File: src/rtl/cmos_lock_pkg.sv
`timescale 1ns/1ps
// Package: shared types for the CMOS RAM region lock controller.
// Assumes: at most one access is accepted per cycle.
package cmos_lock_pkg;

    // Which port owns the access accepted in a given cycle
    typedef enum logic [1:0] {
        GNT_NONE = 2'd0,
        GNT_HOST = 2'd1,
        GNT_MCU  = 2'd2
    } grant_e;

endpackage

File: src/rtl/cmos_lock_reg.sv
`timescale 1ns/1ps
// Module: cmos_lock_reg
// Holds the set-only lock bits. A set request ORs new bits in. Only reset
// or a clear event brings the bits back to zero.
// Assumes: clr is already the OR of all clearing events.
module cmos_lock_reg #(
    parameter int NUM_LOCKS = 4
) (
    input  logic                 clk,
    input  logic                 rst_n,
    input  logic                 clr,
    input  logic                 set_en,
    input  logic [NUM_LOCKS-1:0] set_bits,
    output logic [NUM_LOCKS-1:0] locks
);

    // Sticky lock state: OR-in on set, zero on reset or clear event
    always_ff @(posedge clk) begin
        if (!rst_n || clr) begin
            locks <= '0;
        end else if (set_en) begin
            locks <= locks | set_bits;
        end
    end

endmodule

File: src/rtl/cmos_region_decode.sv
`timescale 1ns/1ps
// Module: cmos_region_decode
// Combinational check of whether an address falls into a locked window. The
// upper half of the address space is cut into NUM_LOCKS equal windows. The
// last window stops one short of the top address, which stays open.
// Assumes: NUM_LOCKS is a power of two that divides the upper half evenly.
module cmos_region_decode #(
    parameter int ADDR_W    = 8,
    parameter int NUM_LOCKS = 4
) (
    input  logic [NUM_LOCKS-1:0] locks,
    input  logic [ADDR_W-1:0]    addr,
    output logic                 blocked
);

    localparam int HALF   = 2 ** (ADDR_W - 1);
    localparam int TOP    = 2 ** ADDR_W - 1;
    localparam int WIN_SZ = HALF / NUM_LOCKS;

    logic [NUM_LOCKS-1:0] hit;

    // One window comparator per lock bit
    for (genvar i = 0; i < NUM_LOCKS; i++) begin : g_win
        localparam int BASE = HALF + i * WIN_SZ;
        localparam int LAST = (i == NUM_LOCKS - 1) ? TOP - 1 : BASE + WIN_SZ - 1;
        assign hit[i] = locks[i] && (addr >= ADDR_W'(BASE)) && (addr <= ADDR_W'(LAST));
    end

    // Refuse when any enabled window covers the address
    always_comb begin
        blocked = |hit;
    end

endmodule

File: src/rtl/cmos_ram.sv
`timescale 1ns/1ps
// Module: cmos_ram
// Single-port synchronous RAM with registered read data. The array itself
// has no reset, since it models battery-backed contents.
// Assumes: we and re are never high together.
module cmos_ram #(
    parameter int ADDR_W = 8,
    parameter int DATA_W = 8
) (
    input  logic              clk,
    input  logic              we,
    input  logic              re,
    input  logic [ADDR_W-1:0] addr,
    input  logic [DATA_W-1:0] wdata,
    output logic [DATA_W-1:0] rdata
);

    localparam int DEPTH = 2 ** ADDR_W;

    logic [DATA_W-1:0] mem [DEPTH];

    // Write port and registered read port
    always_ff @(posedge clk) begin
        if (we) begin
            mem[addr] <= wdata;
        end
        if (re) begin
            rdata <= mem[addr];
        end
    end

endmodule

File: src/rtl/cmos_lock_guard.sv
`timescale 1ns/1ps
// Module: cmos_lock_guard (top)
// Two-port guarded access to the configuration RAM. The host has fixed
// priority. Each accepted access is checked against the lock windows, and the
// response (data, valid, error) comes back one cycle later on the port that
// owns it.
// Assumes: synchronous active-low reset; a port's request inputs stay stable
// while that request waits for acceptance.
module cmos_lock_guard
    import cmos_lock_pkg::*;
#(
    parameter int              ADDR_W    = 8,
    parameter int              DATA_W    = 8,
    parameter int              NUM_LOCKS = 4,
    parameter logic [DATA_W-1:0] FILL    = '1
) (
    input  logic              clk,
    input  logic              rst_n,
    input  logic              stby_lost,
    input  logic              hard_rst,
    input  logic              h_req,
    input  logic              h_cfg,
    input  logic              h_we,
    input  logic [ADDR_W-1:0] h_addr,
    input  logic [DATA_W-1:0] h_wdata,
    output logic [DATA_W-1:0] h_rdata,
    output logic              h_rvalid,
    output logic              h_err,
    input  logic              m_req,
    input  logic              m_cfg,
    input  logic              m_we,
    input  logic [ADDR_W-1:0] m_addr,
    input  logic [DATA_W-1:0] m_wdata,
    output logic              m_ready,
    output logic [DATA_W-1:0] m_rdata,
    output logic              m_rvalid,
    output logic              m_err
);

    logic                 acc;
    logic                 sel_cfg;
    logic                 sel_we;
    logic [ADDR_W-1:0]    sel_addr;
    logic [DATA_W-1:0]    sel_wdata;
    grant_e               gnt_d;
    logic                 blocked;
    logic [NUM_LOCKS-1:0] lock_q;
    logic [DATA_W-1:0]    ram_rdata;
    logic                 ram_we;
    logic                 ram_re;

    grant_e               gnt_q;
    logic                 rd_q;
    logic                 blk_q;
    logic                 cfg_q;
    logic [DATA_W-1:0]    cfg_data_q;
    logic [DATA_W-1:0]    resp_data;

    // Fixed-priority grant: the host always wins, the microcontroller waits
    always_comb begin
        m_ready   = !h_req;
        acc       = h_req || m_req;
        gnt_d     = h_req ? GNT_HOST : (m_req ? GNT_MCU : GNT_NONE);
        sel_cfg   = h_req ? h_cfg   : m_cfg;
        sel_we    = h_req ? h_we    : m_we;
        sel_addr  = h_req ? h_addr  : m_addr;
        sel_wdata = h_req ? h_wdata : m_wdata;
    end

    cmos_lock_reg #(
        .NUM_LOCKS (NUM_LOCKS)
    ) u_lock (
        .clk      (clk),
        .rst_n    (rst_n),
        .clr      (stby_lost || hard_rst),
        .set_en   (acc && sel_cfg && sel_we),
        .set_bits (sel_wdata[NUM_LOCKS-1:0]),
        .locks    (lock_q)
    );

    cmos_region_decode #(
        .ADDR_W    (ADDR_W),
        .NUM_LOCKS (NUM_LOCKS)
    ) u_dec (
        .locks   (lock_q),
        .addr    (sel_addr),
        .blocked (blocked)
    );

    // RAM strobes, gated by the lock decode
    always_comb begin
        ram_we = acc && !sel_cfg &&  sel_we && !blocked;
        ram_re = acc && !sel_cfg && !sel_we && !blocked;
    end

    cmos_ram #(
        .ADDR_W (ADDR_W),
        .DATA_W (DATA_W)
    ) u_ram (
        .clk   (clk),
        .we    (ram_we),
        .re    (ram_re),
        .addr  (sel_addr),
        .wdata (sel_wdata),
        .rdata (ram_rdata)
    );

    // Response bookkeeping for the access accepted this cycle
    always_ff @(posedge clk) begin
        if (!rst_n) begin
            gnt_q      <= GNT_NONE;
            rd_q       <= 1'b0;
            blk_q      <= 1'b0;
            cfg_q      <= 1'b0;
            cfg_data_q <= '0;
        end else begin
            gnt_q      <= gnt_d;
            rd_q       <= acc && !sel_we;
            blk_q      <= acc && !sel_cfg && blocked;
            cfg_q      <= acc && sel_cfg;
            cfg_data_q <= DATA_W'(lock_q);
        end
    end

    // Route the response to the port that owns it
    always_comb begin
        resp_data = blk_q ? FILL : (cfg_q ? cfg_data_q : ram_rdata);
        h_rvalid  = (gnt_q == GNT_HOST) && rd_q;
        m_rvalid  = (gnt_q == GNT_MCU)  && rd_q;
        h_err     = (gnt_q == GNT_HOST) && blk_q;
        m_err     = (gnt_q == GNT_MCU)  && blk_q;
        h_rdata   = h_rvalid ? resp_data : '0;
        m_rdata   = m_rvalid ? resp_data : '0;
    end

endmodule

File: config.mk
export PLATFORM = sky130hd
export DESIGN_NAME = cmos_lock_guard
export DESIGN_NICKNAME = d
export VERILOG_FILES = /design/src/rtl/cmos_lock_pkg.sv /design/src/rtl/cmos_lock_reg.sv /design/src/rtl/cmos_region_decode.sv /design/src/rtl/cmos_ram.sv /design/src/rtl/cmos_lock_guard.sv
export SDC_FILE = /design/constraint.sdc
export NUM_CORES = 2
export LEC_CHECK = 0
export BUFFER_PORTS_ARGS = -buffer_cell sky130_fd_sc_hd__buf_4
export CAP_MARGIN = 0
export CORE_UTILIZATION = 54
export CTS_CLUSTER_DIAMETER = 120
export DETAILED_ROUTE_END_ITERATION = 8
export HOLD_SLACK_MARGIN = 0.12
export PLACE_DENSITY = 0.7
export REMOVE_ABC_BUFFERS = 1
export SLEW_MARGIN = 30
export SYNTH_ARGS = -nofsm -noshare
export SYNTH_HDL_FRONTEND = slang
export SYNTH_SLANG_ARGS = --single-unit
File: constraint.sdc
create_clock -name clk -period 6.4 [get_ports clk]
set_input_delay 0.96 -clock clk [delete_from_list [all_inputs] [get_ports clk]]
set_output_delay 0.96 -clock clk [all_outputs]
set_load 0.01 [all_outputs]
Word level (Yosys, flattened, before mapping). Memory sizes are Yosys's and may differ from the RTL's. A register that Yosys moved wholly into a read port is not among the register bits. Index checks and enable logic that the tools add are counted.

Bits of input ports: 42. Output and inout bits: 21. Bits in read-only memories: 0. Memories: 1. Memory bits (writable): 2048. Word-level logic and storage cells: 64. Register bits: 17. Bits in latches: 0.

Memories: u_ram.mem (depth 256, width 8, read ports 1, clocked after Yosys merged registers in 1, wr ports 1, RTL line cmos_ram.sv:20) `logic [DATA_W-1:0] mem [DEPTH];`.

Add/subtract/negate cells: 0. Div/mod/pow operators: 0. Order comparisons: 8. Mux-type cells: 12. Reduce and logical (&&, ||, !) cells: 31. Shift operators: 0. Equality and inequality tests: 2. Bitwise logic cells: 2. Multipliers: 0.

Operators by type and width (number): 8-bit two-way mux (6); 8-bit >= comparator, second input constant (4); 8-bit <= comparator, second input constant (4); 1-bit logical AND (21); 1-bit logical NOT (5); 1-bit two-way mux (5); 4-bit OR (1); 4-bit OR reduction (1); 1-bit logical OR (3); 2-bit by 1-bit equality test with 1-bit output, second input constant (1); 2-bit equality test, second input constant (1); 2-bit two-way mux (1); 2-bit OR reduction (1); 1-bit inverter (1).

Longest topological paths before layout.
Depth in word-level cells: 9. Mapped depth: 11.

Cells and area by module. From an unflattened synthesis, not the netlist that was laid out.

Cell total of the unflattened synthesis: 3650. Area total of the unflattened synthesis: 79468.7 sq um.

Modules (own cells, without submodules): cmos_ram (cells an instance 3547, seq. area each 61739.2 sq um, area an instance 78572.9 sq um, instances 1); cmos_lock_guard (cells an instance 83, seq. area each 180.2 sq um, area an instance 719.4 sq um, instances 1); cmos_lock_reg (cells an instance 13, seq. area each 80.1 sq um, area an instance 128.9 sq um, instances 1); cmos_region_decode (cells an instance 7, seq. area each 0.0 sq um, area an instance 47.5 sq um, instances 1).

Worst setup path before layout. OpenSTA, ideal clock, no wires.

Kind: input to register. Start point: in h_req. End point: mem u_ram.mem[0][0], data pin. Slack: 0.944 ns. Arrival time: 4.685 ns. Setup time: 0.771 ns. Path buffers: 4. Stages on the path: 6. Cells stage by stage: buf_4 buf_6 buf_2 buf_1 mux2i_1 inv_1.

Word-level cells in the longest chain between the ends: 1.

RTL lines: start, declared (RTL line cmos_lock_guard.sv:21) `input logic h_req,`; 8-bit two-way mux (RTL line cmos_lock_guard.sv:67) `sel_wdata = h_req ? h_wdata : m_wdata;`; named net sel_wdata[0] (RTL line cmos_lock_guard.sv:44) `logic [DATA_W-1:0] sel_wdata;`; end, declared (RTL line cmos_ram.sv:20).

The timed path passes the listed nets, and every way through them passes these cells.

Worst setup path after layout.
Start point: in h_req. End point: reg u_ram.rdata[5], read port of u_ram.mem, data pin.

Word-level cells in the longest chain between the ends: 7. Elaborated cells between the ends (all ways): 27.

RTL lines: 8-bit two-way mux (RTL line cmos_lock_guard.sv:66) `sel_addr = h_req ? h_addr : m_addr;`; 8-bit >= comparator (RTL line cmos_region_decode.sv:26) `assign hit[i] = locks[i] && (addr >= ADDR_W'(BASE)) && (addr <= ADDR_W'(LAST));`; 1-bit logical AND (2 in series) (RTL line cmos_region_decode.sv:26); 4-bit OR reduction (RTL line cmos_region_decode.sv:31) `blocked = |hit;`; 1-bit logical NOT (RTL line cmos_lock_guard.sv:93) `ram_re = acc && !sel_cfg && !sel_we && !blocked;`; 1-bit logical AND (RTL line cmos_lock_guard.sv:93); end, declared (RTL line cmos_ram.sv:15) `output logic [DATA_W-1:0] rdata`.

Parallel ways exist; a longest one is shown, timed or not. A chain may end at the register's enable or synchronous reset.

==> results.cfg <==
[clock_tree]
cts_resized = 0
cts_hold_buf = 0
cts_buffer_depth = 3
clk_pin_slew_worst_paths_ps = 70
cts_made_buffers = 195
htree_num_levels = 4
clock-sinks = 2069
insertion_delay_ps = 840
cts.root.buffer_cell = clkbuf_16
post-cts-setup-buffer-count = 0
cts_tree = yes

[worst_setup_path]
critPathCaptureType = register
rrSetupSlack_ps = 3330
path_common_cell = buf_4
critical-path-top-delay-family = buffers and inverters
critical_path_class = in2reg
worstPathArrival_ps = 5170
crit_chain = buf_4, mux2_8, buf_12, mux4_2, nand2_1, a41oi_1, o41ai_2, buf_4, nand4_1
max_stage_delay_ps = 870
crit_slowest_cell = mux2_8
cp-start-kind = primary input
crit_required_ps = 6920
crit_buf_inv = 3
crit_fanout = 104

[timing]
tns_ps = 0
fin_ws_ps = 1750
min_period_over_period_pct = 72.6
slew_headroom_pct = 31.5
max_clock_freq_mhz = 215
fin_crit_ps = 4650
holdWs_ps = 468
rsz0062_at_grt = no
tightest_slew_ps = 1030
finalHoldViolCount = 0
setup_viol = 0
slew_viol_final = 0
finClkSkew_ps = 28.7

[synthesis]
synth_top_area_share_pct = 77.0
yosys_warnings = 0
ys_seq_area_share_pct = 77.4
synth_area_leaders = edfxtp_1, mux4_2, nand2_1
syn_inst = 3909
syn_area_per_cell_um2 = 20.5
yosysTopAreaCell = edfxtp_1
ys_ff_latch = 2069
synth_cell_types = 43
syn_area_um2 = 80100

[layout]
stdcell_count = 6113
layout-drive-gt1-share_pct = 23.6
fin_nets = 4068
fillers = 10100
multiInputGateArea_um2 = 17200
stdcell_area_um2 = 89300
seqCellArea_um2 = 62000
final_core_util_pct = 61.0
syn_to_final_growth_pct = 11.4
final_common_cell = edfxtp_1
most-common-layout-cells = edfxtp_1, nand2_1, mux4_2

[power]
p_leak_nw = 27.2
power_mw = 28.1
peakVddDrop_v = 0.000313
p_per_area_nw_per_um2 = 315

[floorplan]
dieArea_um2 = 150000
core-area_um2 = 146000
die_w_um = 387
start_util_pct = 54.7
die_h_um = 387
num_io_pins = 63
rows = 140

[drt]
antenna_left = 0
vias = 39900
wirelength_mm = 195
via_per_inst = 6.53
drtIter0Drc = 5106
drc = 0
drtPass1Iterations = 5
wl_per_cell_um = 31.9

[place]
place_inst = 5742
placed_cell_area_um2 = 83000
routabilityCongestion = 0.812
port_buffers = 62
dpl_worst_slack_ps = 909
hpwlAfterDp_mm = 111

[job]
maxCapViolations = 0

[global_routing]
track_usage_pct = 26.0
grt_pass1_vias = 39700
antenna_found_initial = 6
grt_max_degree = 173
grt_pass1_wl_mm = 281
grt_overflow = 0

[hold_path]
hp-class = in2reg

[outcome]
status = finished clean
==> final timing paths <==
path | startpoint | to | cells past startpoint
worst min-delay path | stby_lost | u_lock.locks[1] | 3
worst max-delay path | h_req | u_ram.rdata[5] | 9
worst max register to register | u_lock.locks[1] | u_ram.mem[228][3] | 7
worst min register to register | u_lock.locks[3] | cfg_data_q[3] | 1
==> sequential cells by signal, summed over array words and instances (netlist names) <==
| name | cells |
|---|---|
| u_ram.mem | 2048 |
| u_ram.rdata | 8 |
| cfg_data_q | 4 |
| u_lock.locks | 4 |
| cfg_q | 1 |
| blk_q | 1 |
| rd_q | 1 |
| gnt_q | 2 |
==> cells in the mapped netlist (all sizes together) <==
cell and number:
edfxtp 2056, nand2 543, mux4 512, nor2 284, buf 140, a41oi 128
clkbuf 88, o41ai 32, nand4 24, dfxtp 13, inv 13, and2 10
mux2 8, a21oi 6, mux2i 6, nor2b 6, a211oi 5, nand3b 5
nand3 4, o21a 3, o21ai 3, a32o 2, and3b 2, nor3b 2
o22ai 2, o31ai 2, o32ai 2, a21boi 1, a21o 1, a222oi 1
a22o 1, a31oi 1, and3 1, nand2b 1, or3 1
==> tightest hold or removal path, stage by stage <==
cell,delay [ps]
buf_4,80
nor3b_1,90
o21a_1,120
==> final cells by class <==
cell class / instances / share of cell area (%)
multi-input cells: 1599 / 19.3
inverters: 13 / 0.0939
diodes: 1 / 0.00280
clock inverters: 122 / 1.14
repair buffers: 148 / 1.58
clock buffers: 244 / 5.78
well taps: 1917 / 2.69
flip-flops and latches: 2069 / 69.4
==> report_power, final <==
group / switching, mW / internal [mW]
Sequential: 0.00720 / 15.0
Combinational: 1.20 / 0.604
Clock: 4.95 / 6.31
Total: 6.16 / 21.9
==> layer usage <==
layer | share of wire [%] | wire length, µm | up-vias | GRT usage, %
li1 | - | - | 16200 | -
met1 | 40 | 78200 | 21100 | 38.6
met2 | 46 | 90300 | 2257 | 38.8
met3 | 11 | 20500 | 336 | 5.96
met4 | 2.9 | 5740 | 8 | 8.16
met5 | 0.026 | 51 | - | 0
==> cell families (layout without fill, tap and decap cells) <==
kind of cell	after synthesis	in the layout	share of synthesized area, %
AO/OA/AOI/OAI	190	190	2.02
multiplexers	526	526	14.6
flip-flops	2069	2069	77.4
buffers and inverters	241	527	1.52
other	0	1	0
AND/OR/NAND/NOR	883	883	4.52
(Power assumes the default switching activity.)
